[src/rtl/ovp_pkg.sv]
package ovp_pkg;
  typedef enum logic [2:0] {
    ST_STANDBY = 3'd0,
    ST_DELAY   = 3'd1,
    ST_STARTUP = 3'd2,
    ST_ON      = 3'd3,
    ST_FAULT   = 3'd4
  } ovp_state_e;
endpackage

[src/rtl/ovp_sync.sv]
module ovp_sync #(
  parameter int WIDTH = 3,
  parameter logic [WIDTH-1:0] RST_VAL = '0
) (
  input  logic             clk,
  input  logic             rst_n,
  input  logic [WIDTH-1:0] d_i,
  output logic [WIDTH-1:0] q_o
);
  // two flops per bit; reset values chosen per bit by the parent
  for (genvar b = 0; b < WIDTH; b++) begin : g_bit
    logic meta_q, stab_q;
    always_ff @(posedge clk or negedge rst_n) begin
      if (!rst_n) begin
        meta_q <= RST_VAL[b];
        stab_q <= RST_VAL[b];
      end else begin
        meta_q <= d_i[b];
        stab_q <= meta_q;
      end
    end
    assign q_o[b] = stab_q;
  end
endmodule

[src/rtl/ovp_tick_timer.sv]
module ovp_tick_timer #(
  parameter int CNT_W = 6
) (
  input  logic             clk,
  input  logic             rst_n,
  input  logic             run_i,
  input  logic             tick_i,
  input  logic [CNT_W-1:0] limit_i,
  output logic             expire_o
);
  logic [CNT_W-1:0] count_q;

  assign expire_o = run_i && tick_i && (count_q == limit_i - 1'b1);

  always_ff @(posedge clk or negedge rst_n) begin
    if (!rst_n) begin
      count_q <= '0;
    end else if (!run_i || expire_o) begin
      count_q <= '0;
    end else if (tick_i) begin
      count_q <= count_q + 1'b1;
    end
  end

  // the count never reaches the limit of the running phase
  assert_count_in_range_R6: assert property (@(posedge clk) disable iff (!rst_n)
    run_i |-> (count_q < limit_i));
endmodule

[src/rtl/ovp_seq_fsm.sv]
module ovp_seq_fsm
  import ovp_pkg::*;
#(
  parameter int DELAY_TICKS = 50,
  parameter int BLANK_TICKS = 50,
  parameter int CNT_W = 6
) (
  input  logic             clk,
  input  logic             rst_n,
  input  logic             tick_i,
  input  logic             uv_s,
  input  logic             ov_s,
  input  logic             en_n_s,
  input  logic             expire_i,
  output logic             run_o,
  output logic [CNT_W-1:0] limit_o,
  output ovp_state_e       state_o
);
  localparam logic [CNT_W-1:0] DLY_LIM = CNT_W'(DELAY_TICKS);
  localparam logic [CNT_W-1:0] BLK_LIM = CNT_W'(BLANK_TICKS);

  ovp_state_e state_q, state_d;

  always_comb begin
    state_d = state_q;
    if (uv_s) begin
      state_d = ST_STANDBY;
    end else if (ov_s) begin
      state_d = ST_FAULT;
    end else if (en_n_s) begin
      state_d = ST_STANDBY;
    end else begin
      unique case (state_q)
        ST_STANDBY, ST_FAULT: state_d = ST_DELAY;
        ST_DELAY:   if (expire_i) state_d = ST_STARTUP;
        ST_STARTUP: if (expire_i) state_d = ST_ON;
        ST_ON:      state_d = ST_ON;
        default:    state_d = ST_STANDBY;
      endcase
    end
  end

  always_ff @(posedge clk or negedge rst_n) begin
    if (!rst_n) state_q <= ST_STANDBY;
    else        state_q <= state_d;
  end

  assign run_o   = (state_q == ST_DELAY) || (state_q == ST_STARTUP);
  assign limit_o = (state_q == ST_DELAY) ? DLY_LIM : BLK_LIM;
  assign state_o = state_q;

  assert_uv_standby_R2: assert property (@(posedge clk) disable iff (!rst_n)
    uv_s |=> (state_q == ST_STANDBY));
  assert_ov_fault_R3: assert property (@(posedge clk) disable iff (!rst_n)
    (!uv_s && ov_s) |=> (state_q == ST_FAULT));
  assert_disable_standby_R4: assert property (@(posedge clk) disable iff (!rst_n)
    (!uv_s && !ov_s && en_n_s) |=> (state_q == ST_STANDBY));
  assert_startup_entry_R6: assert property (@(posedge clk) disable iff (!rst_n)
    (state_q == ST_STARTUP && $past(state_q) != ST_STARTUP)
      |-> ($past(state_q) == ST_DELAY && $past(tick_i)));
  assert_on_entry_R7: assert property (@(posedge clk) disable iff (!rst_n)
    (state_q == ST_ON && $past(state_q) != ST_ON)
      |-> ($past(state_q) == ST_STARTUP && $past(tick_i)));
endmodule

[src/rtl/ovp_seq_ctrl.sv]
module ovp_seq_ctrl
  import ovp_pkg::*;
#(
  parameter int DELAY_TICKS = 50,
  parameter int BLANK_TICKS = 50
) (
  input  logic       clk,
  input  logic       rst_n,
  input  logic       tick,
  input  logic       uv_in,
  input  logic       ov_in,
  input  logic       en_n_in,
  output logic       gate_on,
  output logic       flag_n,
  output logic [2:0] state_o
);
  localparam int MAX_TICKS = (DELAY_TICKS > BLANK_TICKS) ? DELAY_TICKS : BLANK_TICKS;
  localparam int CNT_W = $clog2(MAX_TICKS + 1);

  logic [2:0] raw_in, sync_q;
  logic uv_s, ov_s, en_n_s;
  logic run, expire;
  logic [CNT_W-1:0] limit;
  ovp_state_e st;

  assign raw_in = {uv_in, ov_in, en_n_in};

  // reset values: undervoltage assumed, no overvoltage, disabled
  ovp_sync #(.WIDTH(3), .RST_VAL(3'b101)) u_sync (
    .clk(clk), .rst_n(rst_n), .d_i(raw_in), .q_o(sync_q)
  );
  assign uv_s   = sync_q[2];
  assign ov_s   = sync_q[1];
  assign en_n_s = sync_q[0];

  ovp_tick_timer #(.CNT_W(CNT_W)) u_timer (
    .clk(clk), .rst_n(rst_n), .run_i(run), .tick_i(tick),
    .limit_i(limit), .expire_o(expire)
  );

  ovp_seq_fsm #(
    .DELAY_TICKS(DELAY_TICKS), .BLANK_TICKS(BLANK_TICKS), .CNT_W(CNT_W)
  ) u_fsm (
    .clk(clk), .rst_n(rst_n), .tick_i(tick), .uv_s(uv_s), .ov_s(ov_s),
    .en_n_s(en_n_s), .expire_i(expire), .run_o(run), .limit_o(limit),
    .state_o(st)
  );

  assign gate_on = (st == ST_STARTUP) || (st == ST_ON);
  assign flag_n  = (st == ST_ON);
  assign state_o = st;

  // a gate that is on implies no fault was seen on the previous edge
  assert_gate_needs_valid_R9: assert property (@(posedge clk) disable iff (!rst_n)
    gate_on |-> ($past(!uv_s) && $past(!ov_s) && $past(!en_n_s)));
endmodule

[config.mk]
export PLATFORM = sky130hd
export DESIGN_NAME = ovp_seq_ctrl
export DESIGN_NICKNAME = d
export VERILOG_FILES = /design/src/rtl/ovp_pkg.sv /design/src/rtl/ovp_sync.sv /design/src/rtl/ovp_tick_timer.sv /design/src/rtl/ovp_seq_fsm.sv /design/src/rtl/ovp_seq_ctrl.sv
export SDC_FILE = /design/constraint.sdc
export NUM_CORES = 1
export LEC_CHECK = 0
export CORE_AREA = 2 2 39 41
export DETAILED_ROUTE_END_ITERATION = 12
export DIE_AREA = 0 0 41 43
export PLACE_DENSITY = 0.73
export RECOVER_POWER = 25
export SLEW_MARGIN = 5
export SYNTH_ARGS = -nofsm -noshare
export SYNTH_HDL_FRONTEND = slang
export SYNTH_SLANG_ARGS = --single-unit
[constraint.sdc]
create_clock -name clk -period 4.44 [get_ports clk]
set_input_delay 0.666 -clock clk [delete_from_list [all_inputs] [get_ports clk]]
set_output_delay 0.666 -clock clk [all_outputs]
set_load 0.1 [all_outputs]
==> flow_summary.toml, run 1 <==
[status]
outcome = "completed"

[grt]
first_global_vias = 345
tot_gr_track_use_pct = 12.54
overflow = 0
antenna_found_initial = 0
grt_pass1_wl_microns = 1449
grt_max_degree = 16

[drt]
post-route-drc-count = 0
antenna_violating_nets_post_route = 0
avgRoutedWirePerCell_microns = 10.66
vias = 385
detail_route.vias_per_cell = 4.873
drt_iter0_markers = 2
first_pass_iters = 3
routed_wl_microns = 842

[power_and_ir_drop]
vdd_drop_max_uv = 222.2
p_per_area_nw_per_um2 = 314.9
power_leakage_nw = 0.3254

[timing]
fmax_ghz = 0.3566
timing.final.hold_violations = 0
grt_setup_unrepaired = "no"
worst_pin_slew_ps = 963.0
final.setup.tns_ps = 0
final_period_minus_worst_setup_slack_ps = 2804
finalCritPeriodShare_pct = 63.16
report.final.slew_viol_count = 0
finalSetupViolations = 0
rel_slew_slack_pct = 35.60
skew_ps = 4.690

[logic_synthesis]
ys_ff_latch = 15
ys_warn_count = 0
synth.lib_cells_used.distinct = 21
synth.largest_area_cell = "sky130_fd_sc_hd__dfrtp_1"
post_synthesis_instance_total = 51
yosysSeqAreaShare_pct = 60.44
post_synth_instance_area_sq_um = 629.4
syn-mean-instance-area_sq_um = 12.34
synth.top_cell.area_share_pct = 43.74
syn_nets = 59
synth_area_leaders = "sky130_fd_sc_hd__dfrtp_1 44%, sky130_fd_sc_hd__dfstp_2 17%, sky130_fd_sc_hd__nor2_1 4.2%, sky130_fd_sc_hd__xnor2_1 4.2%, sky130_fd_sc_hd__xor2_1 4.2%"

[floorplan]
core_area_sq_um = 1384
floorplan.die.height_microns = 43
die-width_microns = 41
initial_core_util_pct = 45.48
dieArea_sq_um = 1763
io_pins = 11
std_cell_rows = 14

[critical_path]
cp.arrival_ps = 2140
path_max_fanout = 6
startpoint_type_of_the_worst_setup_path = "flop"
cp.required_ps = 3770
slowest_cell_on_the_critical_path = "sky130_fd_sc_hd__clkdlybuf4s50_1"
endpoint_class_of_the_critical_path = "primary output"
timing_worst_setup_path_type = "flop to primary output"
worst_path_largest_cell_delay_ps = 1120
critical_path.cell_chain = "nor2b_1 -> and2_1 -> clkdlybuf4s50_1"

[min_path]
hold_crit_path_type = "flop to flop"

[clock_network]
ctsResizeCount = 0
clock_tree.root_cell = "sky130_fd_sc_hd__clkbuf_4"
cts.htree.levels = 1
cts_max_path_buffers = 2
post-cts-setup-buffers = 0
numCtsBuffers = 3
clkSinkCount = 15
clock_latency_ps = 280
clk_pin_slew_worst_paths_ps = 90
cts_tree = "done"
cts_hold_buf = 0

[place]
place.port_buffers = 10
placed_cells = 75
final_weighted_congestion_of_routability_driven_global_placement = 0.6960

[cells_and_area]
antenna_cells = 0
num-fill-cells = 122
finish.net_count = 72
share_of_final_layout_standard_cells_stronger_than_drive_strength_1_pct = 17.46
mostFrequentLayoutCell = "sky130_fd_sc_hd__dfrtp_1"
seqCellArea_sq_um = 380.4
multi_input_comb_area_sq_um = 229.0
most_used_cells_in_the_layout_excluding_fill_and_tap_cells = "11 x sky130_fd_sc_hd__dfrtp_1, 7 x sky130_fd_sc_hd__nor2_1, 6 x sky130_fd_sc_hd__clkdlybuf4s50_1"
areaGrowthSynthToFinish_pct = 20.87
instances_no_fill = 79

[flow_run]
cap_viol_max_count = 0
## Yosys cell counts
cell                       instances
sky130_fd_sc_hd__dfrtp_1          11
sky130_fd_sc_hd__a221o_1           1
sky130_fd_sc_hd__ha_1              2
sky130_fd_sc_hd__a211oi_2          1
sky130_fd_sc_hd__buf_2             1
sky130_fd_sc_hd__nand2_1           2
sky130_fd_sc_hd__nor2_1            7
sky130_fd_sc_hd__nand4_1           2
sky130_fd_sc_hd__xor2_1            3
sky130_fd_sc_hd__o21bai_1          1
sky130_fd_sc_hd__nor3_2            1
sky130_fd_sc_hd__nor2b_1           3
sky130_fd_sc_hd__buf_6             1
sky130_fd_sc_hd__nor3_1            1
sky130_fd_sc_hd__dfstp_2           4
sky130_fd_sc_hd__xnor2_1           3
sky130_fd_sc_hd__and2_1            1
sky130_fd_sc_hd__or3_1             2
sky130_fd_sc_hd__nand4_2           1
sky130_fd_sc_hd__inv_1             1
sky130_fd_sc_hd__a21oi_1           2
## power breakdown
| part | total, mW | leakage (nW) | switching, mW | internal (mW) |
|---|---|---|---|---|
| Clock | 0.0757 | 0.0177 | 0.0424 | 0.0334 |
| Sequential | 0.144 | 0.189 | 0.00255 | 0.142 |
| Combinational | 0.0194 | 0.118 | 0.0124 | 0.00698 |
## sequential cells by signal, summed over array words and instances, names as in the netlist
name / flops
u_sync.g_bit.meta_q: 3
u_fsm.state_o: 3
u_timer.count_q: 6
u_sync.g_bit.stab_q: 3
## cell type report
type	instances	share of cell area (%)
Sequential cell	15	50.00
Multi-Input combinational cell	33	30.10
Timing Repair Buffer	10	13.16
Clock buffer	3	2.961
Tap cell	16	2.632
Clock inverter	1	0.6579
Inverter	1	0.4934
## critical path: cells and delay by family (launching register included)
kind | cells | cell delay, ps
simple gates | 2 | 300
buf+inv | 1 | 1120
flops | 1 | 440
## routing by layer
| metal | track usage (%) | part of all wire, % | up-vias |
|---|---|---|---|
| met4 | 6.000 | 0 | 0 |
| met2 | 16.88 | 44 | 10 |
| met3 | 4.712 | 5.0 | 0 |
| li1 | - | - | 193 |
| met5 | 0 | 0 | - |
| met1 | 17.50 | 51 | 182 |
## metrics by stage
stage               hold WS [ps]  area, sq um  power (mW)  worst slack, ps  util [%]
finish                     356.2        760.7      0.2395             1636     54.97
CTS                        361.6        760.7      0.2436             1621     54.97
global placement           333.5        733.2      0.1670             1959     52.98
global route               364.6        760.7      0.2504             1527     54.97
floorplan                  331.2        629.4      0.1587            415.3         -
detailed placement         341.8        733.2      0.1676             1936     52.98
## kinds of logic after synthesis
logic type	synth area share (%)
compound gates	6.362
xor+xnor	8.351
fa+ha+maj	3.976
buf+inv	3.179
flops	60.44
simple gates	17.69
## final timing paths
check,to,cells past startpoint,slack [ps],start
max in group asynchronous,u_fsm.state_o[0],1,3200,rst_n
hold reg to reg,u_sync.g_bit[1].stab_q,0,360,u_sync.g_bit[1].meta_q
setup reg to reg,u_timer.count_q[1],5,2850,u_timer.count_q[0]
min in group asynchronous,u_timer.count_q[1],1,840,rst_n
setup / recovery,flag_n,3,1640,u_fsm.state_o[1]
hold / removal,u_sync.g_bit[1].stab_q,0,360,u_sync.g_bit[1].meta_q
Power figures use the tool's default switching activity.
==> run 2, diff against run 1 <==
--- a/config.mk
+++ b/config.mk
@@ -5,10 +5,10 @@
 export SDC_FILE = /design/constraint.sdc
 export NUM_CORES = 1
 export LEC_CHECK = 0
-export CORE_AREA = 2 2 39 41
+export CORE_MARGIN = 1
+export CORE_UTILIZATION = 48
 export DETAILED_ROUTE_END_ITERATION = 12
-export DIE_AREA = 0 0 41 43
-export PLACE_DENSITY = 0.73
+export PLACE_DENSITY = 0.74
 export RECOVER_POWER = 25
 export SLEW_MARGIN = 5
 export SYNTH_ARGS = -nofsm -noshare
==> constraint.sdc (replaced) <==
create_clock -name clk -period 2.6 [get_ports clk]
set_input_delay 0.39 -clock clk [delete_from_list [all_inputs] [get_ports clk]]
set_output_delay 0.39 -clock clk [all_outputs]
set_load 0.1 [all_outputs]
==> run 2 against run 1 <==
Effect of this change:
- non-clock buffer count stayed put
- combinational power is 66% higher
- routed wire length rose by 14%
- flip-flop and latch count unchanged
- sequential share of layout area rose by 0.58 points
- die area down 17%
- core utilization rose by 10 points
==> flow_summary.toml, run 2 (same netlist as run 1, synthesis figures left out) <==
[critical_path]
endpoint_class_of_the_critical_path = "primary output"
cp.required_ps = 2210
startpoint_type_of_the_worst_setup_path = "flop"
worst_path_largest_cell_delay_ps = 450
cp.arrival_ps = 1280
path_max_fanout = 6
slowest_cell_on_the_critical_path = "sky130_fd_sc_hd__dfrtp_1"
timing_worst_setup_path_type = "flop to primary output"
critical_path.cell_chain = "nor2b_4 -> and2_2 -> buf_4"

[flow_run]
cap_viol_max_count = 0

[clock_network]
clock_tree.root_cell = "sky130_fd_sc_hd__clkbuf_4"
post-cts-setup-buffers = 0
ctsResizeCount = 0
cts_tree = "done"
cts_max_path_buffers = 2
clkSinkCount = 15
numCtsBuffers = 3
cts.htree.levels = 1
clk_pin_slew_worst_paths_ps = 80
cts_hold_buf = 0
clock_latency_ps = 280

[cells_and_area]
post-route-util_pct = 65.26
mostFrequentLayoutCell = "sky130_fd_sc_hd__dfrtp_1"
share_of_final_layout_standard_cells_stronger_than_drive_strength_1_pct = 28.57
largest_reg_flops = 6
finish.net_count = 72
areaGrowthSynthToFinish_pct = 19.88
antenna_cells = 0
most_used_cells_in_the_layout_excluding_fill_and_tap_cells = "10 x sky130_fd_sc_hd__dfrtp_1, 7 x sky130_fd_sc_hd__nor2_1, 5 x sky130_fd_sc_hd__buf_4"
largest-register = "u_timer.count_q"

[grt]
grt_max_degree = 16
first_global_vias = 397
tot_gr_track_use_pct = 18.28
antenna_found_initial = 0
overflow = 0
grt_pass1_wl_microns = 1662

[drt]
routed_wl_microns = 957
avgRoutedWirePerCell_microns = 12.43
antenna_violating_nets_post_route = 0
drt_iter0_markers = 3
first_pass_iters = 4
met3_wirelength_microns = 61
route.top_layer_used = "met4"
met2_length_microns = 415
detail_route.vias_per_cell = 5.234
post-route-drc-count = 0
vias = 403
met1Wirelength_microns = 449

[timing]
skew_ps = 2.601
grt_setup_unrepaired = "no"
fmax_ghz = 0.5991
finalCritPeriodShare_pct = 64.20
report.final.slew_viol_count = 0
rel_slew_slack_pct = 57.63
final_period_minus_worst_setup_slack_ps = 1669
timing.final.hold_violations = 0
final.setup.tns_ps = 0
worst_pin_slew_ps = 633.4
finalSetupViolations = 0

[floorplan]
die-width_microns = 38.21
io_pins = 11
floorplan.die.height_microns = 38.21
dieArea_sq_um = 1460
std_cell_rows = 12
initial_core_util_pct = 54.44
core_area_sq_um = 1156

[place]
place.port_buffers = 10
post-dp-hpwl_microns = 686.2
final_weighted_congestion_of_routability_driven_global_placement = 0.7878

[power_and_ir_drop]
vdd_drop_max_uv = 390.7
p_per_area_nw_per_um2 = 541.1
power_leakage_nw = 0.3313

[status]
outcome = "completed"

[min_path]
hold_crit_path_type = "flop to flop"
## run 2: through the flow
| step | setup WS [ps] | std cells | hold slack, ps | area [sq um] | power [mW] |
|---|---|---|---|---|---|
| 2_1_floorplan | 179.0 | 51 | 94.41 | 639.4 | 0.2713 |
| 3_3_place_gp | 700.0 | 73 | 334.0 | 728.2 | 0.2849 |
| 3_5_place_dp | 688.8 | 73 | 337.2 | 728.2 | 0.2854 |
| 4_1_cts | 911.4 | 77 | 358.8 | 754.5 | 0.4176 |
| 5_1_grt | 860.3 | 77 | 365.7 | 754.5 | 0.4297 |
| 6_report | 930.7 | 77 | 357.6 | 754.5 | 0.4082 |
## run 2: power breakdown
group	leakage, nW	internal, mW	switching, mW	total, mW
clock	0.0150	0.0595	0.0693	0.129
sequential	0.188	0.242	0.00484	0.247
combinational	0.129	0.0114	0.0209	0.0323
total	0.331	0.313	0.0950	0.408
## run 2: worst paths after layout
check / from / end / slack [ps] / cells after the start
setup / recovery: u_fsm.state_o[2] / flag_n / 930 / 3
hold / removal: u_sync.g_bit[0].meta_q / u_sync.g_bit[0].stab_q / 360 / 0
setup reg to reg: u_timer.count_q[0] / u_timer.count_q[1] / 1040 / 5
hold reg to reg: u_sync.g_bit[0].meta_q / u_sync.g_bit[0].stab_q / 360 / 0
max in group asynchronous: rst_n / u_fsm.state_o[1] / 1590 / 1
min in group asynchronous: rst_n / u_fsm.state_o[0] / 560 / 1
## run 2: worst max-delay path, delay by kind of cell, from the launching register on
kind,cells,cell delay (ps)
DFF,1,450
buffers and inverters,1,280
and+or+nand+nor,2,260
## run 2: layout make-up
class	count	area (sq um)
timing repair buffer	10	87.58
multi-input combinational	33	237.7
sequential	15	381.6
clock buffer	4	26.28
fill	87	401.6
inverter	1	3.754
tap	14	17.52
## run 2: per-layer routing
layer,GRT usage [%],vias to the layer above
met1,23.72,190
met4,13.39,0
met5,0,-
met2,25.85,15
li1,-,193
met3,5.233,5
